## config.mk

```make
export PLATFORM = sky130hd
export DESIGN_NAME = remote_action_engine
export DESIGN_NICKNAME = d
export VERILOG_FILES = /design/src/rtl/rae_pkg.sv /design/src/rtl/rae_req_tracker.sv /design/src/rtl/rae_kind_gate.sv /design/src/rtl/rae_addr_gen.sv /design/src/rtl/rae_seq.sv /design/src/rtl/remote_action_engine.sv
export SDC_FILE = /design/constraint.sdc
export NUM_CORES = 1
export LEC_CHECK = 0
export ABC_AREA = 0
export BUFFER_PORTS_ARGS = -buffer_cell sky130_fd_sc_hd__buf_4
export CAP_MARGIN = 20
export CORE_AREA = 2 2 177 179
export CTS_BUF_LIST = sky130_fd_sc_hd__clkbuf_4 sky130_fd_sc_hd__clkbuf_8 sky130_fd_sc_hd__clkbuf_16
export CTS_CLUSTER_SIZE = 14
export DETAILED_ROUTE_END_ITERATION = 10
export DIE_AREA = 0 0 179 181
export GPL_TIMING_DRIVEN = 0
export PLACE_DENSITY = 0.64
export SETUP_SLACK_MARGIN = 0.02
export SLEW_MARGIN = 20
export SYNTH_ARGS = -nofsm -noshare
export SYNTH_HDL_FRONTEND = slang
export SYNTH_SLANG_ARGS = --single-unit
```

## constraint.sdc

```tcl
create_clock -name clk -period 1.7 [get_ports clk]
set_input_delay 0.34 -clock clk [delete_from_list [all_inputs] [get_ports clk]]
set_output_delay 0.34 -clock clk [all_outputs]
set_load 0.1 [all_outputs]
```

## src/rtl/rae_pkg.sv

```systemverilog
package rae_pkg;

   localparam int WORD_W    = 64;
   localparam int LANES     = WORD_W / 8;
   localparam int PL_WORDS  = 4;
   localparam int NUM_KINDS = 6;

   localparam logic [7:0] ST_OK    = 8'h00;
   localparam logic [7:0] ST_WAIT  = 8'h01;
   localparam logic [7:0] ST_TAKEN = 8'h02;
   localparam logic [7:0] ST_BAD   = 8'h80;

   typedef enum logic [2:0] {
      FS_IDLE,
      FS_RD_STAT,
      FS_WR_TAKEN,
      FS_RD_PL,
      FS_CHECK,
      FS_CMD,
      FS_WR_FINAL,
      FS_NEXT
   } fsm_t;

   typedef struct packed {
      logic [7:0]        kind;
      logic [7:0]        sub;
      logic [WORD_W-1:0] ident;
      logic [WORD_W-1:0] arg;
      logic [WORD_W-1:0] count;
   } payload_t;

endpackage

```

## src/rtl/rae_req_tracker.sv

```systemverilog
module rae_req_tracker (
   input  logic clk,
   input  logic rst_n,
   input  logic req_pulse,
   input  logic enable,
   input  logic consume,
   output logic pend
);

   logic pend_q;

   always_ff @(posedge clk or negedge rst_n) begin
      if (!rst_n)
         pend_q <= 1'b0;
      else
         pend_q <= (pend_q & ~consume) | (req_pulse & enable);
   end

   assign pend = pend_q;

endmodule

```

## src/rtl/rae_kind_gate.sv

```systemverilog
module rae_kind_gate
   import rae_pkg::*;
#(
   parameter logic [7:0] SUPPORT = 8'h3F
) (
   input  logic [7:0] kind,
   output logic       kind_ok,
   output logic [7:0] caps
);

   logic [7:0] sup_vec;

   for (genvar k = 0; k < 8; k++) begin : g_kind
      if (k < NUM_KINDS) begin : g_defined
         assign sup_vec[k] = SUPPORT[k];
      end else begin : g_reserved
         assign sup_vec[k] = 1'b0;
      end
   end

   assign kind_ok = (kind[7:3] == 5'd0) && sup_vec[kind[2:0]];
   assign caps    = sup_vec;

endmodule

```

## src/rtl/rae_addr_gen.sv

```systemverilog
module rae_addr_gen #(
   parameter int AW         = 32,
   parameter int N_SLOTS    = 64,
   parameter int SLOT_BYTES = 64,
   localparam int SW        = $clog2(N_SLOTS)
) (
   input  logic [AW-1:0] tbl_base,
   input  logic [AW-1:0] vec_base,
   input  logic [SW-1:0] slot,
   input  logic [1:0]    widx,
   output logic [AW-1:0] stat_addr,
   output logic [AW-1:0] pl_addr
);

   localparam int TBL_ALIGN = $clog2(N_SLOTS * SLOT_BYTES);
   localparam int VEC_ALIGN = 6;
   localparam int SLOT_SH   = $clog2(SLOT_BYTES);

   localparam logic [AW-1:0] TBL_MASK = ~((AW'(1) << TBL_ALIGN) - AW'(1));
   localparam logic [AW-1:0] VEC_MASK = ~((AW'(1) << VEC_ALIGN) - AW'(1));

   logic [AW-1:0] tbl_al, vec_al;

   assign tbl_al    = tbl_base & TBL_MASK;
   assign vec_al    = vec_base & VEC_MASK;
   assign stat_addr = vec_al | AW'(slot);
   assign pl_addr   = tbl_al | (AW'(slot) << SLOT_SH) | (AW'(widx) << 3);

endmodule

```

## src/rtl/rae_seq.sv

```systemverilog
module rae_seq
   import rae_pkg::*;
#(
   parameter int AW      = 32,
   parameter int N_SLOTS = 64,
   localparam int SW     = $clog2(N_SLOTS)
) (
   input  logic              clk,
   input  logic              rst_n,
   input  logic              pend,
   output logic              consume,
   output logic              busy,
   output logic [SW-1:0]     slot,
   output logic [1:0]        widx,
   input  logic [AW-1:0]     stat_addr,
   input  logic [AW-1:0]     pl_addr,
   output payload_t          pl,
   input  logic              kind_ok,
   output logic              mem_req,
   output logic              mem_we,
   output logic [AW-1:0]     mem_addr,
   output logic [LANES-1:0]  mem_be,
   output logic [WORD_W-1:0] mem_wdata,
   input  logic              mem_ack,
   input  logic [WORD_W-1:0] mem_rdata,
   output logic              cmd_valid,
   input  logic              cmd_done,
   input  logic              cmd_err
);

   localparam logic [SW-1:0] LAST = SW'(N_SLOTS - 1);

   fsm_t       state;
   logic [7:0] result;
   logic [2:0] lane;
   logic [7:0] rd_byte;
   logic       last_slot;

   assign lane      = stat_addr[2:0];
   assign rd_byte   = mem_rdata[{lane, 3'b000} +: 8];
   assign last_slot = (slot == LAST);

   always_ff @(posedge clk or negedge rst_n) begin
      if (!rst_n) begin
         state  <= FS_IDLE;
         slot   <= '0;
         widx   <= '0;
         pl     <= '0;
         result <= ST_OK;
      end else begin
         case (state)
            FS_IDLE: begin
               if (pend) begin
                  slot  <= '0;
                  state <= FS_RD_STAT;
               end
            end
            FS_RD_STAT: begin
               if (mem_ack)
                  state <= (rd_byte == ST_WAIT) ? FS_WR_TAKEN : FS_NEXT;
            end
            FS_WR_TAKEN: begin
               if (mem_ack) begin
                  widx  <= '0;
                  state <= FS_RD_PL;
               end
            end
            FS_RD_PL: begin
               if (mem_ack) begin
                  case (widx)
                     2'd0: begin
                        pl.kind <= mem_rdata[7:0];
                        pl.sub  <= mem_rdata[15:8];
                     end
                     2'd1:    pl.ident <= mem_rdata;
                     2'd2:    pl.arg   <= mem_rdata;
                     default: pl.count <= mem_rdata;
                  endcase
                  if (widx == 2'(PL_WORDS - 1))
                     state <= FS_CHECK;
                  else
                     widx <= widx + 2'd1;
               end
            end
            FS_CHECK: begin
               if (kind_ok)
                  state <= FS_CMD;
               else begin
                  result <= ST_BAD;
                  state  <= FS_WR_FINAL;
               end
            end
            FS_CMD: begin
               if (cmd_done) begin
                  result <= cmd_err ? ST_BAD : ST_OK;
                  state  <= FS_WR_FINAL;
               end
            end
            FS_WR_FINAL: begin
               if (mem_ack)
                  state <= FS_NEXT;
            end
            FS_NEXT: begin
               if (last_slot) begin
                  if (pend) begin
                     slot  <= '0;
                     state <= FS_RD_STAT;
                  end else begin
                     state <= FS_IDLE;
                  end
               end else begin
                  slot  <= slot + 1'b1;
                  state <= FS_RD_STAT;
               end
            end
            default: state <= FS_IDLE;
         endcase
      end
   end

   always_comb begin
      mem_req   = (state == FS_RD_STAT) || (state == FS_WR_TAKEN) ||
                  (state == FS_RD_PL)   || (state == FS_WR_FINAL);
      mem_we    = (state == FS_WR_TAKEN) || (state == FS_WR_FINAL);
      mem_addr  = (state == FS_RD_PL) ? pl_addr : {stat_addr[AW-1:3], 3'b000};
      mem_be    = mem_we ? (LANES'(1) << lane) : {LANES{1'b1}};
      mem_wdata = {LANES{(state == FS_WR_TAKEN) ? ST_TAKEN : result}};
      cmd_valid = (state == FS_CMD);
      busy      = (state != FS_IDLE);
      consume   = pend && ((state == FS_IDLE) || ((state == FS_NEXT) && last_slot));
   end

endmodule

```

## src/rtl/remote_action_engine.sv

```systemverilog
module remote_action_engine
   import rae_pkg::*;
#(
   parameter int         AW         = 32,
   parameter int         N_SLOTS    = 64,
   parameter int         SLOT_BYTES = 64,
   parameter logic [7:0] SUPPORT    = 8'h3F
) (
   input  logic          clk,
   input  logic          rst_n,
   input  logic          cfg_enable,
   input  logic [AW-1:0] cfg_tbl_base,
   input  logic [AW-1:0] cfg_vec_base,
   output logic [7:0]    caps_info,
   input  logic          req_pulse,
   output logic          mem_req,
   output logic          mem_we,
   output logic [AW-1:0] mem_addr,
   output logic [7:0]    mem_be,
   output logic [63:0]   mem_wdata,
   input  logic          mem_ack,
   input  logic [63:0]   mem_rdata,
   output logic          cmd_valid,
   output logic [2:0]    cmd_type,
   output logic [7:0]    cmd_subtype,
   output logic [63:0]   cmd_id,
   output logic [63:0]   cmd_arg,
   output logic [63:0]   cmd_count,
   input  logic          cmd_done,
   input  logic          cmd_err
);

   localparam int SW = $clog2(N_SLOTS);

   if (N_SLOTS < 2 || N_SLOTS > 64 || (N_SLOTS & (N_SLOTS - 1)) != 0) begin : g_bad_slots
      $error("N_SLOTS must be a power of two between 2 and 64");
   end
   if (SLOT_BYTES < PL_WORDS * LANES || (SLOT_BYTES & (SLOT_BYTES - 1)) != 0) begin : g_bad_slot_bytes
      $error("SLOT_BYTES must be a power of two of at least 32");
   end
   if (AW < $clog2(N_SLOTS * SLOT_BYTES) + 1) begin : g_bad_aw
      $error("AW too narrow for the payload table");
   end
   if (SUPPORT[7:NUM_KINDS] != '0) begin : g_bad_support
      $error("SUPPORT may only mark kinds 0 to 5");
   end

   logic          pend, consume, busy, kind_ok;
   logic [SW-1:0] slot;
   logic [1:0]    widx;
   logic [AW-1:0] stat_addr, pl_addr;
   payload_t      pl;

   rae_req_tracker u_trk (
      .clk       (clk),
      .rst_n     (rst_n),
      .req_pulse (req_pulse),
      .enable    (cfg_enable),
      .consume   (consume),
      .pend      (pend)
   );

   rae_kind_gate #(.SUPPORT(SUPPORT)) u_gate (
      .kind    (pl.kind),
      .kind_ok (kind_ok),
      .caps    (caps_info)
   );

   rae_addr_gen #(.AW(AW), .N_SLOTS(N_SLOTS), .SLOT_BYTES(SLOT_BYTES)) u_addr (
      .tbl_base  (cfg_tbl_base),
      .vec_base  (cfg_vec_base),
      .slot      (slot),
      .widx      (widx),
      .stat_addr (stat_addr),
      .pl_addr   (pl_addr)
   );

   rae_seq #(.AW(AW), .N_SLOTS(N_SLOTS)) u_seq (
      .clk       (clk),
      .rst_n     (rst_n),
      .pend      (pend),
      .consume   (consume),
      .busy      (busy),
      .slot      (slot),
      .widx      (widx),
      .stat_addr (stat_addr),
      .pl_addr   (pl_addr),
      .pl        (pl),
      .kind_ok   (kind_ok),
      .mem_req   (mem_req),
      .mem_we    (mem_we),
      .mem_addr  (mem_addr),
      .mem_be    (mem_be),
      .mem_wdata (mem_wdata),
      .mem_ack   (mem_ack),
      .mem_rdata (mem_rdata),
      .cmd_valid (cmd_valid),
      .cmd_done  (cmd_done),
      .cmd_err   (cmd_err)
   );

   assign cmd_type    = pl.kind[2:0];
   assign cmd_subtype = pl.sub;
   assign cmd_id      = pl.ident;
   assign cmd_arg     = pl.arg;
   assign cmd_count   = pl.count;

endmodule

```

# --- Yosys cells after proc, flatten, opt, wreduce, memory -nomap -nowiden ---
# Memory sizes are Yosys's and may differ from the RTL's.
# Index checks and enable logic that the tools add are counted.
word_totals:
  ff_bits: 228
  rom_bits: 8
  in_bits: 135
  out_inout_bits: 318
  n_memories: 1
mem_list:
  columns: ["name", "depth", "width", "rd", "rd_clocked_by_memory_dff", "write_ports", "line_no", "source"]
  rows:
  - ["(no name shown)", 8, 1, 1, 0, 0, "rae_kind_gate.sv:21", "assign kind_ok = (kind[7:3] == 5'd0) && sup_vec[kind[2:0]];"]
op_classes:
  add_sub_neg: 2
  n_lt_le_gt_ge: 1
  eq_ne: 21
  shift: 2
  mux: 27
  bitwise_logic: 8
  n_reduce_logical: 22
ops:
  columns: ["operator", "count"]
  rows:
  - ["$shiftx 64x7->8", 1]
  - ["$mux 8", 5]
  - ["$mux 32", 1]
  - ["$or 32x12->32", 1]
  - ["$or 32x5->32", 1]
  - ["$or 32x6->32", 1]
  - ["$mux 3", 8]
  - ["$pmux 3 s8", 1]
  - ["$pmux 8 s2", 1]
  - ["$reduce_and 3->1", 5]
  - ["$ne 2x2->1 const B", 7]
  - ["$eq 3x3->1 const B", 4]
  - ["$mux 6", 2]
  - ["$pmux 6 s2", 1]
  - ["$eq 8x1->1 const B", 1]
  - ["$mux 2", 4]
  - ["$shl 1x3->8 const A", 1]
  - ["$reduce_and 7->1", 1]
  - ["$add 6x1->6 const B", 1]
  - ["$eq 3x2->1 const B", 2]
  - ["$eq 6x6->1 const B", 1]
  - ["$reduce_bool 2->1", 3]
  - ["$logic_not 5->1", 1]
  - ["$logic_or 1x1->1", 5]
  - ["16 further kinds", 24]

# --- Depth between registers and ports, before layout ---
# Gate-level depths: netlist (run 1).
depth:
  ltp_word: 7
  mapped_depth: 7
  mapped_depth_nobuf: 6

# --- Cells and area by module ---
# From an unflattened synthesis (run 1), not the netlist that was laid out.
hier_totals:
  cells_unflattened: 841
  area_unflattened_um2: 10329.9
by_module_without_submodules:
  columns: ["mod", "n_inst", "cells_per_inst", "area_per_inst_um2", "seq_area_each_um2"]
  rows:
  - ["rae_seq", 1, 760, 9715.6, 5505.3]
  - ["rae_addr_gen", 1, 65, 484.2, 0.0]
  - ["rae_kind_gate", 1, 12, 88.8, 0.0]
  - ["rae_req_tracker", 1, 4, 41.3, 25.0]

# --- Least setup slack after synthesis (run 1) ---
# OpenSTA, ideal clock, no wires.
synth_path:
  path_kind: "flip-flop to output port"
  startpoint: "reg u_seq.state[1]"
  endpoint: "out mem_wdata[15]"
  arrival_time_ns: 3.886
  slack_ns: -2.526
  path_stages_with_launch: 7
  path_cell_list: "dfrtp_1 buf_2 nand2b_1 buf_2 nor2_1 nor2b_1 buf_4"
synth_via:
  elab_chain_len: 2
synth_lines:
  columns: ["item", "line_no", "source"]
  rows:
  - ["from (decl)", "rae_seq.sv:33", "fsm_t state;"]
  - ["from (signal assigned)", "rae_seq.sv:60", "state <= (rd_byte == ST_WAIT) ? FS_WR_TAKEN : FS_NEXT;"]
  - ["$eq 3x2->1", "rae_seq.sv:127", "mem_wdata = {LANES{(state == FS_WR_TAKEN) ? ST_TAKEN : result}};"]
  - ["$mux 8", "rae_seq.sv:127", null]
  - ["to (decl)", "remote_action_engine.sv:20", "output logic [63:0] mem_wdata,"]
# Every way passes these cells.

# --- Worst setup path after layout (run 1) ---
layout_path:
  startpoint: "reg u_seq.state[2]"
  endpoint: "out mem_addr[7]"
layout_via:
  elab_chain_len: 2
layout_lines:
  columns: ["item", "line_no", "source"]
  rows:
  - ["$eq 3x2->1", "rae_seq.sv:125", "mem_addr = (state == FS_RD_PL) ? pl_addr : {stat_addr[AW-1:3], 3'b000};"]
  - ["$mux 32", "rae_seq.sv:125", null]
  - ["to (decl)", "remote_action_engine.sv:18", "output logic [AW-1:0] mem_addr,"]
# Every way passes these cells.

==> qor.yml, run 1 <==
synth_seq_cells: 221
antenna_found_initial: 1
htree_levels: 1
rsz0062_at_grt: "yes"
grt_pass1_wl_um: 52370
synth_area_leaders: "dfrtp_1 49%, mux2_2 19%, buf_4 18%"
clock_skew_ns: 0.02148
yosysMostFrequentCell: "buf_4"
setup_viol: 268
grt_start_max_net_pins: 71
max_freq_ghz: 0.4383
setup_slack_ns: -0.5815
arrival_ns: 1.94
n_fill_cell: 2404
ys_warn_count: 0
drc: 0
critical-path-top-delay-family: "buffers and inverters"
cts_tree: "done"
drv_cap: 0
clk_path_buf_depth: 3
path_cells: "clkbuf_8 > nand3b_1 > buf_6 > clkbuf_16 > o21ai_4 > buf_12"
insertion_delay_ns: 0.54
synth_largest_area_cell: "dfrtp_1"
start_util_pct: 37.39
path_buf_inv: 4
synthFlopType: "dfrtp_1"
grt_pass1_vias: 9061
async_flop_share_pct: 100.0
ios: 453
clock-root-buffer: "clkbuf_16"
status: "finished with violations"
violations: "setup timing"
critPathLaunch: "u_seq.state[2]$_DFFE_PN0P_"
die_x_um: 179
first_pass_iters: 4
r2r_cells: 8
synthCells: 954
overflow: 0
slew_viol_final: 0
timing.slew.headroom_pct: 64.78
postRouteAntennaNets: 0
fin_crit_ns: 2.282
worstHoldPathType: "input pin to flop"
yosys-top-cells-count: "276 x buf_4, 221 x dfrtp_1, 192 x mux2_2"
wire_per_inst_um: 18.61
r2r-start: "u_seq.state[2]$_DFFE_PN0P_"
hpwl_um: 24970
yosys.area.top_type_share_pct: 48.74
critPathSlowestCell: "dfrtp_1"
die_area_mm2: 0.03240
rows: 64
die_h_um: 181
worst_ep_required_time_ns: 1.36
synth-edff-count: 0
syn_area_per_cell_um2: 11.89
critical_path.max_stage_delay_ns: 0.41
cts.sinks: 221
setup_tns_ns: -86.89
cts_buffers: 26
crit_cells: 6
numPortBuffers: 374
dp_slack_ns: -0.6464
insertedDiodeCount: 0
clkSlewWorstSetupHoldPaths_ns: 0.06
drtIter0Drc: 254
min_period_over_period_pct: 134.2
totalWireLength_um: 35110
num_vias: 8455
fin_util_pct: 61.35
track_usage_pct: 21.03
worstSetupPathType: "flop to output pin"
syn_area_mm2: 0.01135
rrSetupSlack_ns: -0.37
cp-start-kind: "flop"
worstReg2RegEnd: "u_seq.pl[72]$_DFFE_PN0P_"
critPathMaxFanout: 7
endpoint_kind: "output pin"
viasPerCell: 4.481
tightest_slew_ns: 0.5235
core-area_mm2: 0.03035
endpoint: "mem_addr[7]"
gp_congestion: 0.7662
ys_seq_area_share_pct: 48.74
layout-drive-gt1-share_pct: 73.98
finalHoldViolCount: 0
synth_cell_types: 49
final_nets: 1620
syn2layout_area_growth_pct: 64.08
## layout by cell type, fill, tap and decap left out, types with 16 or more instances in the layout
master	Yosys	final
buf_4	276	607
dfrtp_1	221	218
mux2_2	192	192
buf_12	0	75
conb_1	2	59
nand2_2	0	36
clkbuf_16	0	33
buf_6	0	29
nand2_8	0	27
mux2_1	16	16
## how the worst min path moves through the flow
stage          depth (start not counted)                        end                      start
4_1_cts                                2       u_trk.pend$_DFF_PN0_                 cfg_enable
3_3_place_gp                           1  u_seq.pl[113]$_DFFE_PN0P_  u_seq.pl[113]$_DFFE_PN0P_
2_1_floorplan                          0    u_seq.pl[0]$_DFFE_PN0P_                      rst_n
3_5_place_dp                           1  u_seq.pl[119]$_DFFE_PN0P_                      rst_n
6_report                               2       u_trk.pend$_DFF_PN0_                 cfg_enable
5_1_grt                                2       u_trk.pend$_DFF_PN0_                 cfg_enable
## timing repair
action | in CTS | in global routing
hold buffers | 1 | 0
hold endpoints to repair | 41 | 0
buffers inserted | 43 | 12
endpoints found under the setup margin | 272 | 278
gates cloned | 4 | 3
resized for setup | 287 | 37
pin swaps | 23 | 12
## registers in the layout, indices dropped and copies added (netlist names)
signal	cells
u_trk.pend	1
u_seq.result	1
u_seq.widx	2
u_seq.state	3
u_seq.slot	6
u_seq.pl	208
## kinds of logic (layout without fill, tap and decap cells)
kind of cell / Yosys count / after routing / share of synthesized area [%]
AOI/OAI and AO/OA: 43 / 43 / 2.525
adders and majority gates: 11 / 11 / 1.213
buffers and inverters: 319 / 797 / 19.98
DFF: 221 / 221 / 48.74
muxes: 208 / 208 / 20.64
other: 2 / 59 / 0.06618
and+or+nand+nor: 150 / 152 / 6.837
## final cells by class
class	instances	area [µm²]	area share (%)
Sequential cell	221	5537	29.74
Multi-Input combinational cell	473	4735	25.43
Timing Repair Buffer	434	4268	22.92
Buffer	307	2648	14.22
Clock buffer	36	763.2	4.099
Tap cell	396	495.5	2.661
Clock inverter	9	116.4	0.6250
Inverter	11	56.30	0.3024
## per-stage QoR
stage / hold slack, ns / instance area, µm² / instances
6_report: 0.02966 / 18620 / 1887
5_1_grt: 0.03672 / 18620 / 1887
4_1_cts: 0.01159 / 18340 / 1876
3_5_place_dp: 0.2527 / 15770 / 1784
3_3_place_gp: 0.4755 / 15680 / 1781
2_1_floorplan: 0.04441 / 12380 / 1011
## layer usage
metal | routed length (µm) | vias to the layer above | GRT usage, %
met4 | 933 | 0 | 5.854
met1 | 13010 | 4144 | 24.06
met3 | 3227 | 52 | 6.608
met5 | 0 | - | 0
li1 | - | 3948 | -
met2 | 17940 | 311 | 37.40
Power of run 1 is not shown: default switching activity piles up to over one toggle a cycle in this logic, so the estimate is an artifact.
==> run 2, diff against run 1 <==
--- a/config.mk
+++ b/config.mk
@@ -14,7 +14,7 @@
 export DETAILED_ROUTE_END_ITERATION = 10
 export DIE_AREA = 0 0 179 181
 export GPL_TIMING_DRIVEN = 0
-export PLACE_DENSITY = 0.64
+export PLACE_DENSITY = 0.67
 export SETUP_SLACK_MARGIN = 0.02
 export SLEW_MARGIN = 20
 export SYNTH_ARGS = -nofsm -noshare
==> qor.yml, run 2 (synthesis gave the netlist of run 1 again) <==
max_freq_ghz: 0.4241
slew_viol_final: 0
drv_cap: 0
worstHoldPathType: "input pin to flop"
grt_pass1_wl_um: 53360
core-area_mm2: 0.03035
n_fill_cell: 2344
critical_path.max_stage_delay_ns: 0.37
gp_congestion: 0.7519
cts.sinks: 221
numPortBuffers: 374
layout-drive-gt1-share_pct: 73.77
clock_skew_ns: 0.004961
min_period_over_period_pct: 138.7
rrSetupSlack_ns: -0.49
critPathSlowestCell: "dfrtp_1"
cp-start-kind: "flop"
timing.slew.headroom_pct: 56.02
mostFrequentLayoutCell: "buf_4"
arrival_ns: 2.02
final_cell_mix: "614 x buf_4, 219 x dfrtp_1, 192 x mux2_2"
postRouteAntennaNets: 0
start_util_pct: 37.39
die_h_um: 181
cts_buffers: 26
setup_viol: 271
rsz0062_at_grt: "yes"
status: "finished with violations"
largestRegisters: "u_seq.pl (208), u_seq.slot (6), u_seq.state (3)"
path_cells: "buf_6 > buf_8 > nand3b_1 > buf_6 > buf_12 > nand2_4 > nand2_8 > buf_12"
hpwl_um: 24840
drtIter0Drc: 290
clkSlewWorstSetupHoldPaths_ns: 0.06
totalWireLength_um: 36020
fin_crit_ns: 2.358
syn2layout_area_growth_pct: 65.78
clk_path_buf_depth: 3
setup_tns_ns: -112.82
cts_tree: "done"
dp_slack_ns: -0.6487
worst_ep_required_time_ns: 1.36
die_x_um: 179
worstSetupPathType: "flop to output pin"
grt_pass1_vias: 9071
ios: 453
overflow: 0
htree_levels: 1
num_vias: 8517
critPathMaxFanout: 10
wire_per_inst_um: 19.01
viasPerCell: 4.494
finalHoldViolCount: 0
die_area_mm2: 0.03240
hold_slack_ns: 0.06669
setup_slack_ns: -0.6580
top_register: "u_seq.pl"
insertion_delay_ns: 0.52
grt_start_max_net_pins: 89
clock-root-buffer: "clkbuf_16"
antenna_found_initial: 1
largest_register_ff_count: 208
track_usage_pct: 21.53
violations: "setup timing"
first_pass_iters: 4
endpoint_kind: "output pin"
tightest_slew_ns: 0.6537
drc: 0
rows: 64
final_nets: 1625
run 2: area by class of cell:
class,count,area (µm²),area share [%]
flip-flops and latches,221,5533,29.41
multi-input cells,474,4863,25.85
repair buffers,438,4287,22.79
plain buffers,307,2685,14.27
clock buffers,40,804.5,4.277
well taps,396,495.5,2.634
clock inverters,7,88.84,0.4722
inverters,11,52.55,0.2793
diodes,1,2.502,0.01330
run 2: timing repair:
item	in CTS	in global routing
hold buffers	1	0
gates cloned	8	1
endpoints found under the setup margin	268	275
pin swaps	23	17
hold endpoints to repair	51	0
buffers inserted	42	15
gates resized for setup	293	60
run 2: final timing paths:
path | to | from | cells after the start
worst min-delay path | u_seq.pl[108]$_DFFE_PN0P_ | mem_rdata[44] | 2
worst max register to register | u_seq.pl[27]$_DFFE_PN0P_ | u_seq.state[2]$_DFFE_PN0P_ | 10
min in group asynchronous | u_seq.pl[119]$_DFFE_PN0P_ | rst_n | 2
worst max-delay path | mem_addr[24] | u_seq.state[1]$_DFFE_PN0P_ | 8
max in group asynchronous | u_seq.pl[164]$_DFFE_PN0P_ | rst_n | 3
worst min register to register | u_seq.pl[97]$_DFFE_PN0P_ | u_seq.pl[97]$_DFFE_PN0P_ | 1
run 2: worst max-delay path: cells and delay by family (launching register included):
kind	cells	cell delay (ns)
buf+inv	5	0.82
flops	1	0.37
simple gates	3	0.30
run 2: layer usage:
layer	vias up	part of all wire, %	track usage [%]
met5	-	0	0
met4	0	3.1	7.089
met3	60	8.2	6.040
met2	305	51	38.34
met1	4195	38	24.59
li1	3957	-	-
run 2: stage by stage:
stage                     instance area [µm²]  util [%]  std cells
after detailed placement                15750     51.88       1783
final                                   18810     61.98       1895
after global placement                  15680     51.67       1781
after CTS                               18420     60.69       1881
after global routing                    18810     61.98       1895
after floorplan                         12380         -       1011
Power of run 2 is left out for the same reason.
==> run 3, diff against run 2 <==
--- a/config.mk
+++ b/config.mk
@@ -8,13 +8,12 @@
 export ABC_AREA = 0
 export BUFFER_PORTS_ARGS = -buffer_cell sky130_fd_sc_hd__buf_4
 export CAP_MARGIN = 20
-export CORE_AREA = 2 2 177 179
+export CORE_UTILIZATION = 30
 export CTS_BUF_LIST = sky130_fd_sc_hd__clkbuf_4 sky130_fd_sc_hd__clkbuf_8 sky130_fd_sc_hd__clkbuf_16
 export CTS_CLUSTER_SIZE = 14
 export DETAILED_ROUTE_END_ITERATION = 10
-export DIE_AREA = 0 0 179 181
 export GPL_TIMING_DRIVEN = 0
-export PLACE_DENSITY = 0.67
+export PLACE_DENSITY = 0.56
 export SETUP_SLACK_MARGIN = 0.02
 export SLEW_MARGIN = 20
 export SYNTH_ARGS = -nofsm -noshare
==> qor.yml, run 3 (synthesis gave the netlist of run 1 again) <==
clk_path_buf_depth: 3
endpoint_kind: "output pin"
top_register: "u_seq.pl"
hold_path_depth: 2
first_pass_iters: 4
die_area_mm2: 0.03861
clock_skew_ns: 0.008991
track_usage_pct: 20.03
setup_viol: 272
setup_slack_ns: -0.6227
worstSetupPathType: "flop to output pin"
tightest_slew_ns: 0.6729
hpwl_um: 26310
drtIter0Drc: 247
htree_levels: 1
largest_register_ff_count: 208
die_h_um: 196.5
rsz0062_at_grt: "yes"
violations: "setup timing"
grt_start_max_net_pins: 91
arrival_ns: 1.98
final_nets: 1664
timing.slew.headroom_pct: 54.73
grt_pass1_vias: 9205
critPathMaxFanout: 7
worstHoldPathType: "input pin to flop"
gp_congestion: 0.7390
ios: 453
rrSetupSlack_ns: -0.47
antenna_found_initial: 2
r2r_cells: 10
worstReg2RegEnd: "u_seq.pl[44]$_DFFE_PN0P_"
setup_tns_ns: -106.51
cts_tree: "done"
max_freq_ghz: 0.4305
insertion_delay_ns: 0.53
cts.sinks: 221
grt_pass1_wl_um: 58210
holdPathEnd: "u_seq.pl[153]$_DFFE_PN0P_"
core-area_mm2: 0.03687
seqCellArea_mm2: 0.005535
multi_input_area_mm2: 0.004980
cp-start-kind: "flop"
layout-drive-gt1-share_pct: 75.62
cts_buffers: 26
fin_crit_ns: 2.323
min_period_over_period_pct: 136.6
final_cell_mix: "629 x buf_4, 219 x dfrtp_1, 190 x mux2_2"
numPortBuffers: 374
finalHoldViolCount: 0
drv_cap: 0
hold_slack_ns: 0.05470
start_util_pct: 30.77
clock-root-buffer: "clkbuf_16"
largestRegisters: "u_seq.pl (208), u_seq.slot (6), u_seq.state (3)"
clkSlewWorstSetupHoldPaths_ns: 0.06
overflow: 0
hp-start: "mem_rdata[25]"
r2r-start: "u_seq.state[2]$_DFFE_PN0P_"
syn2layout_area_growth_pct: 75.05
rows: 70
drc: 0
num_vias: 8670
slew_viol_final: 0
postRouteAntennaNets: 0
totalWireLength_um: 39710
wire_per_inst_um: 19.44
n_fill_cell: 3126
viasPerCell: 4.244
status: "finished with violations"
worst_ep_required_time_ns: 1.36
mostFrequentLayoutCell: "buf_4"
die_x_um: 196.5
run 3: cell types whose count changed in the layout (fill, tap and decap cells not counted), sizes merged:
cell      before  now
clkinv         5    1
clkbuf        48   52
buf          736  775
clkinvlp       3    4
run 3: how the worst max path moves through the flow:
stage                               start                  endpoint  slack, ns
5_1_grt        u_seq.state[2]$_DFFE_PN0P_               mem_addr[4]      -0.69
2_1_floorplan  u_seq.state[0]$_DFFE_PN0P_             mem_wdata[15]      -0.55
3_3_place_gp                        rst_n  u_seq.pl[25]$_DFFE_PN0P_      -1.57
6_report       u_seq.state[2]$_DFFE_PN0P_               mem_addr[4]      -0.62
4_1_cts        u_seq.state[2]$_DFFE_PN0P_               mem_addr[4]      -0.66
3_5_place_dp   u_seq.state[2]$_DFFE_PN0P_               mem_addr[4]      -0.68
run 3: repair_timing:
| action | in CTS | in global routing |
|---|---|---|
| pin swaps | 22 | 20 |
| setup buffers | 64 | 17 |
| gates cloned | 24 | 2 |
| hold buffers | 1 | 0 |
| setup endpoints to repair | 268 | 281 |
| gates resized for setup | 369 | 38 |
| hold endpoints to repair | 44 | 0 |
run 3: layer usage:
layer	vias to the layer above	GRT usage (%)	routed length, µm
li1	4039	-	-
met2	312	36.58	20880
met5	-	0	9
met1	4277	23.13	15200
met3	40	5.476	2997
met4	2	4.485	629
run 3: cell type report:
type	count	area share, %
Sequential cell	221	27.87
Timing Repair Buffer	478	25.34
Multi-Input combinational cell	474	25.07
Buffer	306	13.51
Clock buffer	44	4.391
Tap cell	504	3.175
Clock inverter	4	0.3654
Inverter	11	0.2646
Antenna cell	1	0.01260
run 3: critical path: stages, from the launching register on:
cell       delay, ns
dfrtp_1         0.39
clkbuf_8        0.15
nand3b_1        0.16
buf_6           0.17
clkbuf_16       0.18
o21ai_4         0.20
buf_12          0.20
run 3: stage by stage:
stage | instance area [µm²] | instances | setup slack [ns] | util [%]
after floorplan | 12380 | 1011 | -0.5524 | -
after global placement | 15820 | 1889 | -1.566 | 42.90
after detailed placement | 15880 | 1891 | -0.6750 | 43.07
after CTS | 19530 | 2026 | -0.6621 | 52.97
after global routing | 19860 | 2043 | -0.6927 | 53.87
final | 19860 | 2043 | -0.6227 | 53.87
Power of run 3 is left out for the same reason.
